### config.mk
export PLATFORM = sky130hd
export DESIGN_NAME = smb_bytewr_slave
export DESIGN_NICKNAME = d
export VERILOG_FILES = /design/src/rtl/smb_bw_pkg.sv /design/src/rtl/smb_bw_sync.sv /design/src/rtl/smb_bw_frame.sv /design/src/rtl/smb_bw_regs.sv /design/src/rtl/smb_bytewr_slave.sv
export SDC_FILE = /design/constraint.sdc
export NUM_CORES = 1
export LEC_CHECK = 0
export BUFFER_PORTS_ARGS = -buffer_cell sky130_fd_sc_hd__buf_2
export CAP_MARGIN = 20
export CORE_MARGIN = 3
export CORE_UTILIZATION = 50
export CTS_CLUSTER_SIZE = 40
export DETAILED_ROUTE_END_ITERATION = 7
export MAX_ROUTING_LAYER = met4
export PLACE_DENSITY = 0.75
export SLEW_MARGIN = 20
export SYNTH_ARGS = -nofsm -noshare
export SYNTH_HDL_FRONTEND = slang
export SYNTH_SLANG_ARGS = --single-unit
### constraint.sdc
create_clock -name clk -period 1.8 [get_ports clk]
set_input_delay 0.09 -clock clk [delete_from_list [all_inputs] [get_ports clk]]
set_output_delay 0.09 -clock clk [all_outputs]
set_load 0.1 [all_outputs]
### src/rtl/smb_bw_pkg.sv
package smb_bw_pkg;

    localparam int BYTE_W   = 8;
    localparam int ADDR_W   = 7;
    localparam int STRAP_W  = 4;
    localparam int BITCNT_W = $clog2(BYTE_W);

    // Command values that select a stored destination
    localparam logic [BYTE_W-1:0] CMD_CTRL  = 8'h00;
    localparam logic [BYTE_W-1:0] CMD_MSG0  = 8'h04;
    localparam logic [BYTE_W-1:0] CMD_MSG1  = 8'h05;
    localparam logic [BYTE_W-1:0] CMD_STRAP = 8'h08;

    typedef enum logic [2:0] {
        ST_IDLE,
        ST_RX,
        ST_ACK_WAIT,
        ST_ACK_LO,
        ST_ACK_HI,
        ST_IGNORE
    } frame_state_e;

    typedef enum logic [1:0] {
        BY_ADDR,
        BY_CMD,
        BY_DATA
    } byte_slot_e;

    typedef struct packed {
        logic [BYTE_W-1:0]  ctrl;
        logic [BYTE_W-1:0]  msg0;
        logic [BYTE_W-1:0]  msg1;
        logic [STRAP_W-1:0] strap;
        logic               stb;
        logic [BYTE_W-1:0]  idx;
    } reg_bank_t;

endpackage

### src/rtl/smb_bw_sync.sv
module smb_bw_sync #(
    parameter int STAGES = 2
) (
    input  logic clk,
    input  logic rst_n,
    input  logic scl_i,
    input  logic sda_i,
    output logic scl_o,
    output logic sda_o,
    output logic start_o,
    output logic stop_o,
    output logic rise_o,
    output logic fall_o
);

    typedef struct packed {
        logic [STAGES-1:0] scl_chain;
        logic [STAGES-1:0] sda_chain;
        logic              scl_prev;
        logic              sda_prev;
    } sync_t;

    sync_t s_d, s_q;

    logic scl_now, sda_now;

    always_comb begin
        s_d = s_q;
        s_d.scl_chain = {s_q.scl_chain[STAGES-2:0], scl_i};
        s_d.sda_chain = {s_q.sda_chain[STAGES-2:0], sda_i};
        s_d.scl_prev  = s_q.scl_chain[STAGES-1];
        s_d.sda_prev  = s_q.sda_chain[STAGES-1];
    end

    always_ff @(posedge clk or negedge rst_n) begin
        if (!rst_n) begin
            s_q <= '{scl_chain: '1, sda_chain: '1, scl_prev: 1'b1, sda_prev: 1'b1};
        end else begin
            s_q <= s_d;
        end
    end

    assign scl_now = s_q.scl_chain[STAGES-1];
    assign sda_now = s_q.sda_chain[STAGES-1];

    assign scl_o   = scl_now;
    assign sda_o   = sda_now;
    assign rise_o  = scl_now & ~s_q.scl_prev;
    assign fall_o  = ~scl_now & s_q.scl_prev;
    assign start_o = scl_now & s_q.scl_prev & s_q.sda_prev & ~sda_now;
    assign stop_o  = scl_now & s_q.scl_prev & ~s_q.sda_prev & sda_now;

endmodule

### src/rtl/smb_bw_frame.sv
module smb_bw_frame
    import smb_bw_pkg::*;
(
    input  logic              clk,
    input  logic              rst_n,
    input  logic [ADDR_W-1:0] own_addr_i,
    input  logic              sda_s_i,
    input  logic              start_i,
    input  logic              stop_i,
    input  logic              rise_i,
    input  logic              fall_i,
    output logic              sda_oe_o,
    output logic              commit_o,
    output logic [BYTE_W-1:0] cmd_o,
    output logic [BYTE_W-1:0] data_o
);

    typedef struct packed {
        frame_state_e        state;
        byte_slot_e          slot;
        logic [BITCNT_W-1:0] bit_cnt;
        logic [BYTE_W-1:0]   shreg;
        logic [BYTE_W-1:0]   cmd;
        logic [BYTE_W-1:0]   data;
        logic                commit;
    } frame_t;

    frame_t f_d, f_q;

    logic [BYTE_W-1:0] full_byte;
    logic              last_bit;
    logic              addr_hit;

    assign full_byte = {f_q.shreg[BYTE_W-2:0], sda_s_i};
    assign last_bit  = (f_q.bit_cnt == BITCNT_W'(BYTE_W - 1));
    assign addr_hit  = (full_byte[BYTE_W-1:1] == own_addr_i) && !full_byte[0];

    always_comb begin
        f_d        = f_q;
        f_d.commit = 1'b0;
        if (start_i) begin
            f_d.state   = ST_RX;
            f_d.slot    = BY_ADDR;
            f_d.bit_cnt = '0;
        end else if (stop_i) begin
            f_d.state = ST_IDLE;
        end else begin
            unique case (f_q.state)
                ST_RX: begin
                    if (rise_i) begin
                        f_d.shreg   = full_byte;
                        f_d.bit_cnt = f_q.bit_cnt + 1'b1;
                        if (last_bit) begin
                            unique case (f_q.slot)
                                BY_ADDR: f_d.state = addr_hit ? ST_ACK_WAIT : ST_IGNORE;
                                BY_CMD: begin
                                    f_d.cmd   = full_byte;
                                    f_d.state = ST_ACK_WAIT;
                                end
                                default: begin
                                    f_d.data  = full_byte;
                                    f_d.state = ST_ACK_WAIT;
                                end
                            endcase
                        end
                    end
                end
                ST_ACK_WAIT: begin
                    if (fall_i) f_d.state = ST_ACK_LO;
                end
                ST_ACK_LO: begin
                    if (rise_i) f_d.state = ST_ACK_HI;
                end
                ST_ACK_HI: begin
                    if (fall_i) begin
                        f_d.bit_cnt = '0;
                        unique case (f_q.slot)
                            BY_ADDR: begin
                                f_d.slot  = BY_CMD;
                                f_d.state = ST_RX;
                            end
                            BY_CMD: begin
                                f_d.slot  = BY_DATA;
                                f_d.state = ST_RX;
                            end
                            default: begin
                                f_d.commit = 1'b1;
                                f_d.state  = ST_IGNORE;
                            end
                        endcase
                    end
                end
                default: begin
                    f_d.state = f_q.state;
                end
            endcase
        end
    end

    always_ff @(posedge clk or negedge rst_n) begin
        if (!rst_n) begin
            f_q <= '{state: ST_IDLE, slot: BY_ADDR, default: '0};
        end else begin
            f_q <= f_d;
        end
    end

    assign sda_oe_o = (f_q.state == ST_ACK_LO) || (f_q.state == ST_ACK_HI);
    assign commit_o = f_q.commit;
    assign cmd_o    = f_q.cmd;
    assign data_o   = f_q.data;

endmodule

### src/rtl/smb_bw_regs.sv
module smb_bw_regs
    import smb_bw_pkg::*;
(
    input  logic               clk,
    input  logic               rst_n,
    input  logic               commit_i,
    input  logic [BYTE_W-1:0]  cmd_i,
    input  logic [BYTE_W-1:0]  data_i,
    output logic [BYTE_W-1:0]  ctrl_o,
    output logic [BYTE_W-1:0]  msg0_o,
    output logic [BYTE_W-1:0]  msg1_o,
    output logic [STRAP_W-1:0] strap_o,
    output logic               stb_o,
    output logic [BYTE_W-1:0]  idx_o
);

    localparam int NDEST = 4;
    localparam logic [BYTE_W-1:0] DEST_CMD [NDEST] = '{CMD_CTRL, CMD_MSG0, CMD_MSG1, CMD_STRAP};

    reg_bank_t r_d, r_q;
    logic [NDEST-1:0] hit;

    for (genvar g = 0; g < NDEST; g++) begin : g_dec
        assign hit[g] = commit_i && (cmd_i == DEST_CMD[g]);
    end

    always_comb begin
        r_d     = r_q;
        r_d.stb = |hit;
        if (hit[0]) r_d.ctrl  = data_i;
        if (hit[1]) r_d.msg0  = data_i;
        if (hit[2]) r_d.msg1  = data_i;
        if (hit[3]) r_d.strap = data_i[STRAP_W-1:0];
        if (|hit)   r_d.idx   = cmd_i;
    end

    always_ff @(posedge clk or negedge rst_n) begin
        if (!rst_n) begin
            r_q <= '0;
        end else begin
            r_q <= r_d;
        end
    end

    assign ctrl_o  = r_q.ctrl;
    assign msg0_o  = r_q.msg0;
    assign msg1_o  = r_q.msg1;
    assign strap_o = r_q.strap;
    assign stb_o   = r_q.stb;
    assign idx_o   = r_q.idx;

endmodule

### src/rtl/smb_bytewr_slave.sv
module smb_bytewr_slave
    import smb_bw_pkg::*;
#(
    parameter int SYNC_STAGES = 2
) (
    input  logic        clk,
    input  logic        rst_n,
    input  logic        scl_i,
    input  logic        sda_i,
    input  logic [6:0]  own_addr_i,
    output logic        sda_oe_o,
    output logic [7:0]  cmd_reg_o,
    output logic [7:0]  msg0_o,
    output logic [7:0]  msg1_o,
    output logic [3:0]  strap_o,
    output logic        wr_stb_o,
    output logic [7:0]  wr_idx_o
);

    logic scl_s, sda_s, start_ev, stop_ev, rise_ev, fall_ev;
    logic commit;
    logic [BYTE_W-1:0] cmd_b, data_b;

    smb_bw_sync #(.STAGES(SYNC_STAGES)) u_sync (
        .clk    (clk),
        .rst_n  (rst_n),
        .scl_i  (scl_i),
        .sda_i  (sda_i),
        .scl_o  (scl_s),
        .sda_o  (sda_s),
        .start_o(start_ev),
        .stop_o (stop_ev),
        .rise_o (rise_ev),
        .fall_o (fall_ev)
    );

    smb_bw_frame u_frame (
        .clk       (clk),
        .rst_n     (rst_n),
        .own_addr_i(own_addr_i),
        .sda_s_i   (sda_s),
        .start_i   (start_ev),
        .stop_i    (stop_ev),
        .rise_i    (rise_ev),
        .fall_i    (fall_ev),
        .sda_oe_o  (sda_oe_o),
        .commit_o  (commit),
        .cmd_o     (cmd_b),
        .data_o    (data_b)
    );

    smb_bw_regs u_regs (
        .clk     (clk),
        .rst_n   (rst_n),
        .commit_i(commit),
        .cmd_i   (cmd_b),
        .data_i  (data_b),
        .ctrl_o  (cmd_reg_o),
        .msg0_o  (msg0_o),
        .msg1_o  (msg1_o),
        .strap_o (strap_o),
        .stb_o   (wr_stb_o),
        .idx_o   (wr_idx_o)
    );

    logic unused_scl;
    assign unused_scl = scl_s;

endmodule

## Yosys cells after proc, flatten, opt, wreduce, memory -nomap -nowiden

Cells that the tools add are included.

| storage, ports and cells | value |
|---|---|
| register bits | 76 |
| memories | 0 |
| output and inout port bits | 38 |
| memory bits (writable) | 0 |
| memory bits (read-only) | 0 |
| latch bits | 0 |

| operators by class | value |
|---|---|
| shift operators | 0 |
| equal/unequal tests | 18 |
| multiplexer cells | 24 |
| bitwise logic cells | 14 |
| order comparisons | 0 |
| $mul | 0 |
| divide/modulo/power cells | 0 |
| add/sub/neg operators | 1 |
| reductions and logical operators | 22 |

Operators by type and width:

| operator | number |
|---|---|
| $mux W8 | 4 |
| $mux W30 | 1 |
| $mux W27 | 1 |
| $mux W24 | 1 |
| $mux W3 | 8 |
| $reduce_and A6 Y1 | 3 |
| $eq A8 B3 Y1 const B | 2 |
| $mux W16 | 1 |
| $ne A4 B4 Y1 const B | 4 |
| $pmux W3 S4 | 1 |
| $reduce_and A4 Y1 | 3 |
| $eq A8 B4 Y1 const B | 1 |
| $logic_not A8 Y1 | 1 |
| $and A1 B1 Y1 | 7 |
| $eq A7 B7 Y1 | 1 |
| $not A1 Y1 | 7 |
| $eq A3 B2 Y1 const B | 2 |
| $eq A3 B3 Y1 const B | 2 |
| $ne A3 B3 Y1 const B | 2 |
| $pmux W3 S2 | 1 |
| $reduce_bool A3 Y1 | 2 |
| $reduce_bool A6 Y1 | 1 |
| $logic_and A1 B1 Y1 | 5 |
| $mux W1 | 4 |
| 13 further kinds | 14 |

## Depth between registers and ports, before layout

| depth | value |
|---|---|
| depth after elaboration | 9 |
| gate-level depth with buffers | 7 |
| depth with buffers taken out | 7 |

## Modules after synthesis

From an unflattened synthesis, not the netlist that was laid out.

| unflattened totals | value |
|---|---|
| cell total of the unflattened synthesis | 250 |
| area, all modules | 3259.4 sq um |

By module, submodules not included:

| module | area an instance (sq um) | sequential area each (sq um) | cells an instance | instances |
|---|---|---|---|---|
| smb_bw_frame | 1621.6 | 800.8 | 148 | 1 |
| smb_bw_regs | 1447.6 | 925.9 | 92 | 1 |
| smb_bw_sync | 190.2 | 157.7 | 10 | 1 |

## Worst setup path after synthesis

OpenSTA, ideal clock, no wires.

| timing | value |
|---|---|
| path type | reg-to-output |
| from | register u_frame.f_q[31] in the netlist's numbering |
| to | output sda_oe_o |
| buffers on the path | 1 |
| stages on the path, launching flop included | 4 |
| required time | 1.710 ns |
| slack | -0.034 ns |
| arrival | 1.744 ns |
| cells stage by stage | dfrtp_1 > buf_4 > or3b_2 > or2b_1 |

| on the way | value |
|---|---|
| longest elaborated chain between the ends | 2 |
| elaborated cells between the ends (all ways) | 3 |
| classes of those cells | 2 x eq/ne; 1 x reduce/logical |

RTL lines:

| item | RTL line | RTL |
|---|---|---|
| start, declared | smb_bw_frame.sv:28 | `frame_t f_d, f_q;` |
| start signal, assigned | smb_bw_frame.sv:102 | `f_q <= '{state: ST_IDLE, slot: BY_ADDR, default: '0};` |
| start signal, assigned | smb_bw_frame.sv:104 | `f_q <= f_d;` |
| $eq A3 B2 Y1 or $eq A3 B3 Y1 (tied branches) | smb_bw_frame.sv:108 | `assign sda_oe_o = (f_q.state == ST_ACK_LO) \|\| (f_q.state == ST_ACK_HI);` |
| $logic_or A1 B1 Y1 (*) | smb_bw_frame.sv:108 |  |
| end, declared | smb_bytewr_slave.sv:11 | `output logic sda_oe_o,` |

Every way passes the cells marked *; elsewhere a longest branch is shown, timed or not.

## Worst setup path in the final report

| timing | value |
|---|---|
| from | register u_sync.s_q[1] in the netlist's numbering |
| to | register u_frame.f_q[31] in the netlist's numbering |

| on the way | value |
|---|---|
| longest elaborated chain between the ends | 5 |
| elaborated cells between the ends (all ways) | 17 |
| classes of those cells | 5 x eq/ne; 2 x mux; 8 x bitwise; 2 x reduce/logical |

RTL lines:

| item | RTL line | RTL |
|---|---|---|
| start, declared | smb_bw_sync.sv:23 | `sync_t s_d, s_q;` |
| start signal, assigned | smb_bw_sync.sv:37 | `s_q <= '{scl_chain: '1, sda_chain: '1, scl_prev: 1'b1, sda_prev: 1'b1};` |
| $and A1 B1 Y1 | smb_bw_sync.sv:50, smb_bw_sync.sv:51 |  |
| $and A1 B1 Y1 (on tied branches) (2 in series) | smb_bw_sync.sv:50, smb_bw_sync.sv:51 |  |
| $ne A4 B3 Y1 (no line) (tied with other cells) | -- |  |
| $reduce_and A6 Y1 (no line) or $mux W8 (tied branches) | -- |  |

Parallel ways exist; a longest one is shown, timed or not.
A chain may end at the register's enable or synchronous reset.

==> flow_summary.ini <==
[clock_tree]
cts_max_path_buffers = 2
cts.reportedPaths.clkPinSlew_ps = 80
cts-root-buf = clkbuf_8
cts.sinks = 75
clk_latency_ps = 350
htreeDepth = 3
cts_tree = yes
cts_made_buffers = 9

[sta]
final-max-slew-violation-count = 0
finalSetupViolations = 0
layout_min_cycle_time_ps = 1741
maxSlewHeadroom = 0.6333
fmax_mhz = 574.2
tightestPinTransition_ps = 550.1
skew_ps = 9.592
hold_viol_final = 0
finalCritPeriodShare = 0.9675

[worst_setup_path]
end_kind = flip-flop
crit_arrival_ps = 1970
r2r_end = u_frame.f_q[31]
critPathMaxFanout = 6
cp-endpoint = u_frame.f_q[31]
crit_type = flip-flop to flip-flop
start_kind = flip-flop
r2r_slack_ps = 60
rr_worst_depth = 5
cp.required_ps = 2030
rr_startpoint = u_sync.s_q[1]
critPathLaunch = u_sync.s_q[1]

[global_routing]
grt_max_degree = 29
grt_overflow = 0
grt_pass1_wl_mm = 10.03
antenna_found_initial = 0
grt.total_usage = 0.1839
grt_pass1_vias = 2066

[drt]
num_vias = 2024
drt-total-wl_mm = 6.063
drtPass1Iterations = 4
drc = 0
postRouteAntennaNets = 0
routedWlPerCell_um = 15.79
viasPerCell = 5.271
drt-initial-drc-count = 61

[logic_synthesis]
ys_seq_elements = 75
seq_area_frac_synth = 0.6041
synthCells = 231
syn-num-nets = 244
synthDistinctLibCells = 46
syn_area_per_cell_um2 = 13.50
netlist_area_um2 = 3119
yosysWarnings = 0

[floorplanning]
coreArea_um2 = 5991
die_h_um = 84.99
row_count = 28
pin_count = 49
initial_utilization = 0.5207
die_area_um2 = 7222
dieWidth_um = 84.99

[cells_and_area]
final_nets = 318
n_antenna_cell = 0
nFillCells = 444
multiInputGateArea_um2 = 1311
drive_above_1_share = 0.5016
register_area_um2 = 1886
syn_to_final_growth_pct = 26.92
postLayoutCoreUtil = 0.6608

[place]
place.gp.congestion = 0.8530
dpl.hpwl_mm = 4.077
port_buffers = 48

[run]
maxCapViolCount = 0

[power]
finalPower_uw = 3589
vdd_drop_max_mv = 0.7148
power_density_nw_per_um2 = 906.7
p_leak_uw = 0.002090

[hold_path]
hold_path_class = input port to async pin

[status]
status = finished clean
==> worst min path at each step <==
stage	from	end	slack, ps	depth (start not counted)
after floorplan	rst_n	u_frame.cmd_o[0]	-210	0
after global placement	rst_n	u_regs.strap_o[3]	100	1
after detailed placement	rst_n	u_regs.strap_o[3]	100	1
after CTS	rst_n	u_frame.f_q[18]	260	2
after global routing	rst_n	u_frame.f_q[18]	300	2
final	rst_n	u_frame.f_q[19]	260	2
==> layout make-up <==
type                       count  share of cell area
inverter                       2            0.001896
sequential                    75              0.4763
tap                           75             0.02370
clock buffer                  12             0.04172
multi-input combinational    148              0.3312
timing repair buffer          69              0.1198
clock inverter                 3            0.005373
==> state kept, by name (all words and copies together), names as in the netlist <==
name	count
u_sync.s_d	2
u_regs.msg0_o	8
u_regs.ctrl_o	8
u_regs.stb_o	1
u_regs.idx_o	8
u_regs.strap_o	4
u_regs.msg1_o	8
u_frame.data_o	8
u_frame.f_q	15
u_frame.commit_o	1
u_sync.scl_o	1
u_sync.s_q	2
u_frame.cmd_o	8
u_sync.sda_o	1
==> cell usage after synthesis, drive strengths merged <==
cell type	count	area (um2)
dfrtp	69	1727
mux2	45	506.7
nand2	30	112.6
and2	8	50.05
xor2	8	70.07
dfstp	6	157.7
nor2	6	30.03
o21ai	6	30.02
nand3	5	42.54
nor3	5	41.29
nor4	4	46.29
buf	3	26.27
clkbuf	3	11.26
nand2b	3	18.77
or2b	3	22.52
a21oi	2	10.01
a22o	2	17.52
ha	2	25.02
inv	2	7.510
nand3b	2	18.77
nor4b	2	17.52
o311ai	2	17.52
a211oi	1	7.510
a21boi	1	7.510
a32o	1	10.01
and2b	1	7.510
and4b	1	10.01
nand4b	1	15.01
nor3b	1	7.510
o211ai	1	7.510
o31ai	1	7.510
o32ai	1	8.760
or3	1	6.260
or3b	1	8.760
xnor2	1	8.760
==> cell usage in the layout (no fill, tap or decap), types with 3 or more instances in the layout <==
cell type,synthesis,layout
and2_1,8,7
nand3_1,3,3
buf_2,0,47
dfstp_2,6,6
xor2_1,8,8
dlygate4sd3_1,0,3
clkbuf_8,0,12
o21ai_0,5,5
nor3_2,1,3
dfrtp_1,69,68
nand2_1,30,29
buf_4,2,13
mux2_4,0,8
nor2_1,5,3
buf_12,0,5
mux2_2,45,37
nand2b_1,3,3
==> where the power goes <==
group	switching, uW	internal (uW)	leakage [uW]
clock	587	608	0.0000949
combinational	235	206	0.000981
sequential	147	1810	0.00101
==> metrics by stage <==
step	hold slack [ps]	setup slack [ps]	cell area [um2]	setup TNS, ps	instances
2_1_floorplan	-205.6	90.91	3120	0	231
3_3_place_gp	96.64	17.46	3580	0	361
3_5_place_dp	101.9	-55.68	3580	-402.2	361
4_1_cts	257.2	-5.030	3835	-8.421	382
5_1_grt	301.5	-26.80	3959	-38.14	384
6_report	255.7	58.56	3959	0	384
==> worst max-delay path: stages (launching register included) <==
cell and delay, ps:
dfstp_2 560, or2b_1 280, nor4b_4 280, or3_4 190, o21ai_1 60, a32o_1 250
==> routing by layer <==
layer | global-route usage | routed length [um]
met1 | 0.2416 | 2820
met2 | 0.2662 | 2891
met3 | 0.06796 | 249
met4 | 0.05899 | 101
met5 | - | 0
==> kinds of logic after synthesis <==
group,synth area share
AOI/OAI and AO/OA,0.03971
xor gates and xnor gates,0.02527
adders and majority gates,0.008021
buffers and inverters,0.01444
DFF,0.6041
muxes,0.1625
and+or+nand+nor,0.1460
==> what timing repair did <==
item | in CTS | in global routing
endpoints found under the setup margin | 9 | 41
setup buffers | 3 | 2
pin swaps | 0 | 3
hold buffers | 3 | 0
hold endpoints to repair | 16 | 0
resized for setup | 5 | 23
(Power assumes the default switching activity.)
